File: src/rtl/tagchk_span.sv
// Derives the granule count, aligned granule base, first tag byte index and
// starting nibble from the access address and length.
module tagchk_span #(
    parameter int ADDR_W    = 32,
    parameter int SIZE_W    = 8,
    parameter int GRAN_LOG2 = 4,
    parameter int CNT_W     = 5,
    localparam int BIDX_W   = ADDR_W - GRAN_LOG2 - 1
) (
    input  logic [ADDR_W-1:0] addr,
    input  logic [SIZE_W-1:0] size_m1,
    output logic [CNT_W-1:0]  gran_cnt,
    output logic [ADDR_W-1:0] gran_base,
    output logic [BIDX_W-1:0] byte_idx,
    output logic              start_hi
);
    logic [ADDR_W-1:0] last_addr;
    logic [ADDR_W-1:0] gran_diff;

    always_comb begin
        last_addr = addr + ADDR_W'(size_m1);
        gran_diff = (last_addr >> GRAN_LOG2) - (addr >> GRAN_LOG2);
        gran_cnt  = gran_diff[CNT_W-1:0] + CNT_W'(1);
        gran_base = {addr[ADDR_W-1:GRAN_LOG2], {GRAN_LOG2{1'b0}}};
        byte_idx  = addr[ADDR_W-1:GRAN_LOG2+1];
        start_hi  = addr[GRAN_LOG2];
    end
endmodule

File: config.mk
export PLATFORM = sky130hd
export DESIGN_NAME = tagchk_span
export DESIGN_NICKNAME = d
export VERILOG_FILES = /design/src/rtl/tagchk_span.sv
export SDC_FILE = /design/constraint.sdc
export NUM_CORES = 1
export LEC_CHECK = 0
export BUFFER_PORTS_ARGS = -buffer_cell sky130_fd_sc_hd__buf_2
export CAP_MARGIN = 20
export CORE_MARGIN = 1
export CORE_UTILIZATION = 34
export DETAILED_ROUTE_END_ITERATION = 12
export PLACE_DENSITY = 0.82
export SYNTH_ARGS = -nofsm -noshare
export SYNTH_HDL_FRONTEND = slang
export SYNTH_SLANG_ARGS = --single-unit
File: constraint.sdc
create_clock -name vclk -period 3.9
set_clock_uncertainty 0.1 [all_clocks]
set_input_delay 0.195 -clock vclk [all_inputs]
set_output_delay 0.195 -clock vclk [all_outputs]
set_load 0.03 [all_outputs]
======== Word level (Yosys, flattened, before mapping) ========
Index checks and enable logic that the tools add are counted.
word-level totals
  register bits after elaboration ......... 0
  logic and storage cells ................. 3
operators by class
  add/subtract/negate cells ............... 3
operators with widths
  cell                 count
  $add 9x8->9          1
  $add 5x1->5 const B  1
  $sub 5x5->5          1

======== Longest topological paths before layout ========
  word-level depth ........................ 3
  gate-level depth with buffers ........... 13
  mapped depth without buffers ............ 13

======== Worst setup path after synthesis ========
No wires, ideal clock.
  path kind ............................... input port to output port
  start point ............................. in addr[1]
  end point ............................... out gran_cnt[4]
  arrival time ............................ 2.934 ns
  required time ........................... 3.605 ns
  path slack .............................. 0.671 ns
  stages .................................. 11
  cells stage by stage .................... ha_1 > a311oi_1 > nor2_1 > a311o_2 > xor2_1 > ha_1 > ha_1 > a21o_1 > a21oi_1 > xor2_1 > xnor2_1
on the way
  longest elaborated chain between the ends .. 3
ends and longest elaborated chain
  what                RTL line  text
  start: declaration  10        input logic [ADDR_W-1:0] addr,
  $add 9x8->9         21        last_addr = addr + ADDR_W'(size_m1);
  $sub 5x5->5         22        gran_diff = (last_addr >> GRAN_LOG2) - (addr >> GRAN_LOG2);
  $add 5x1->5         23        gran_cnt = gran_diff[CNT_W-1:0] + CNT_W'(1);
  end: declaration    12        output logic [CNT_W-1:0] gran_cnt,
No other way between the ends.

======== Worst setup path after layout ========
Same ends and word-level chain as after synthesis.

==> results by group <==
GRT
  – First-pass GRT wire length: 1670 µm
  – Number of global-route vias before repair: 399
  – Antenna violations before repair: 0
  – GRT Resource Usage Total: 7.97%
  – Maximum number of pins on one net before global-route repair: 5
  – GRT Residual Overflow: 0

Hold path
  – Worst hold path startpoint: addr[25]
  – Number of cells on the worst hold path: 0
  – Classification of the worst-slack hold path: input port to output port

Cells and area
  – Flip-flop and latch area: 0 µm²
  – Total number of sequential cells: 0
  – Total of clock buffers placed in the layout: 0
  – Fraction of final layout cells sized beyond drive strength 1: 40.5%
  – Net count reported at finish: 131
  – Post-route non-filler standard cell count: 102
  – Diode insertion count for antenna repair: 0
  – Layout-stage area growth over the synthesis result: -31.7%
  – Finished Cell Area: 557 µm²
  – Share of the core filled with cells in the final layout: 24.9%

Clocking
  – Post-CTS Setup Repair Bufs: 0
  – Post-cts resize count: 0
  – CTS Hold Buffers Added: 0

Place
  – Routability congestion estimate from global placement: 0.722
  – Post-Place Worst Slack: 0.511 ns
  – Count of input and output buffers: 29
  – Placed cell count: 102
  – DP HPWL: 1040 µm
  – Instance area at placement: 557 µm²

STA
  – Highest clock frequency the design can meet: 295 MHz
  – Setup repair after global routing missed its margin: no
  – Number of endpoints with negative hold slack in the final report: 0
  – WHS: 0.290 ns
  – Setup TNS: 0 ns
  – Final Cycle Share: 86.9%
  – Endpoints failing setup: 0
  – Count of final max-slew check failures: 0
  – Clock period minus final worst setup slack: 3.39 ns
  – Post-route setup slack: 0.513 ns

Run status
  – Result of the run: completed

Floorplanning
  – Starting density of the core: 36.5%
  – Area inside the core boundary: 2230 µm²
  – Rows: 17
  – Die Y: 51.0 µm
  – I/O pin cnt: 105
  – Horizontal die dimension: 51.0 µm
  – Die Footprint: 2600 µm²

Detailed routing
  – Top layer reached by signal wires: met4
  – Ratio of routed vias to standard cells: 4.34
  – Amount of wire on met3 after detailed routing: 161 µm
  – Number of vias after detailed routing: 443
  – Met1 Wirelength: 318 µm
  – Drt first pass iters: 2
  – Antenna-violating nets left: 0
  – Number of DRC violations after detailed routing: 0
  – Total length of routed met2 wires: 543 µm
  – Iteration-0 DRC count of the detailed router: 2
  – Total wire length: 1090 µm
  – Post-DR wirelength/cell: 10.7 µm

Critical path
  – CP max-delay cell: sky130_fd_sc_hd__a311o_2
  – Classification of the worst setup path: input port to output port
  – Crit start category: input port
  – Startpoint of the worst setup timing path: addr[1]
  – CP most frequent cell: sky130_fd_sc_hd__ha_1
  – Maximum fanout along the worst path: 3
  – Largest stage delay, worst path: 0.43 ns
  – Crit. End Element: output port
  – Data required time at the worst endpoint: 3.61 ns
  – Ordered list of cells on the worst path: buf_2, ha_1, a311oi_1, nor2_1, a311o_2, xor2_1, ha_1, ha_1, a21o_1, a21oi_1, xor2_1, xnor2_1, buf_2
  – Arrival time of data at the critical path endpoint: 3.09 ns

Pwr
  – Design Power: 0.193 mW
  – Lkg Pwr: 0.329 nW
  – Power per Cell Area: 346 nW/µm²
  – Highest ir drop seen on vdd: 159 µV

Yosys
  – Commonest cells in the synthesized netlist: 60 x sky130_fd_sc_hd__buf_4, 14 x sky130_fd_sc_hd__ha_1, 5 x sky130_fd_sc_hd__inv_1
  – Largest area contributor in the synthesized netlist: sky130_fd_sc_hd__buf_4
  – Warnings, synthesis: 0
  – Count of mapped cells out of synthesis: 102
  – Top-count cell post-synth: sky130_fd_sc_hd__buf_4
  – Sequential area share after synthesis: 0%
  – Area contributors post-synth: sky130_fd_sc_hd__buf_4 55%, sky130_fd_sc_hd__ha_1 21%, sky130_fd_sc_hd__xor2_1 4.3%
  – Post-synthesis instance area: 816 µm²
  – Library cells used by synthesis: 16
  – Syn Area/Cell: 8.00 µm²
  – Portion of synthesized cell area occupied by the leading cell type: 55.2%

Job
  – Max Cap Violations: 0
==> routing by layer <==
metal	track usage, %	up-vias
met5	0	-
met4	5.09	0
met3	2.38	10
met2	15.4	43
met1	7.03	179
li1	-	211
==> layout by cell type, fill, tap and decap left out <==
cell type and count:
sky130_fd_sc_hd__buf_2 29, sky130_fd_sc_hd__ha_1 14, sky130_fd_sc_hd__inv_1 5, sky130_fd_sc_hd__xor2_1 4, sky130_fd_sc_hd__conb_1 4, sky130_fd_sc_hd__nor2_1 3
sky130_fd_sc_hd__xnor2_1 3, sky130_fd_sc_hd__a21oi_1 3, sky130_fd_sc_hd__a21o_1 2, sky130_fd_sc_hd__a311oi_1 1, sky130_fd_sc_hd__o21ai_0 1, sky130_fd_sc_hd__nor2b_1 1
sky130_fd_sc_hd__a311o_2 1, sky130_fd_sc_hd__o21a_1 1, sky130_fd_sc_hd__a31oi_1 1, sky130_fd_sc_hd__fa_1 1
==> cells by family after synthesis <==
family	count (synthesis)	synth area share (%)
adders and majority gates	15	23.9
buffers and inverters	65	57.5
AOI/OAI and AO/OA	10	8.43
and+or+nand+nor	4	2.15
xor gates and xnor gates	7	7.52
other	1	0.460
==> path summary, 6_finish.rpt <==
path | endpoint | slack, ns
max | gran_cnt[4] | 0.51
min | byte_idx[20] | 0.29
==> critical path: cells and delay by family <==
kind	cells	cell delay, ns
compound gates	4	1.09
fa+ha+maj	3	0.89
xor+xnor	3	0.49
buf+inv	2	0.31
simple gates	1	0.12
==> final cells by class <==
class | instances | area (µm²)
inverters | 5 | 18.8
repair buffers | 29 | 145
fillers | 258 | 1680
well taps | 28 | 35.0
multi-input cells | 40 | 358
==> where the power goes <==
group	internal (mW)	switching, mW	total [mW]
registers	0	0	0
logic	0.0677	0.125	0.193
clock network	0	0	0
total	0.0677	0.125	0.193
No activity file was read; power rests on OpenSTA's default activity.
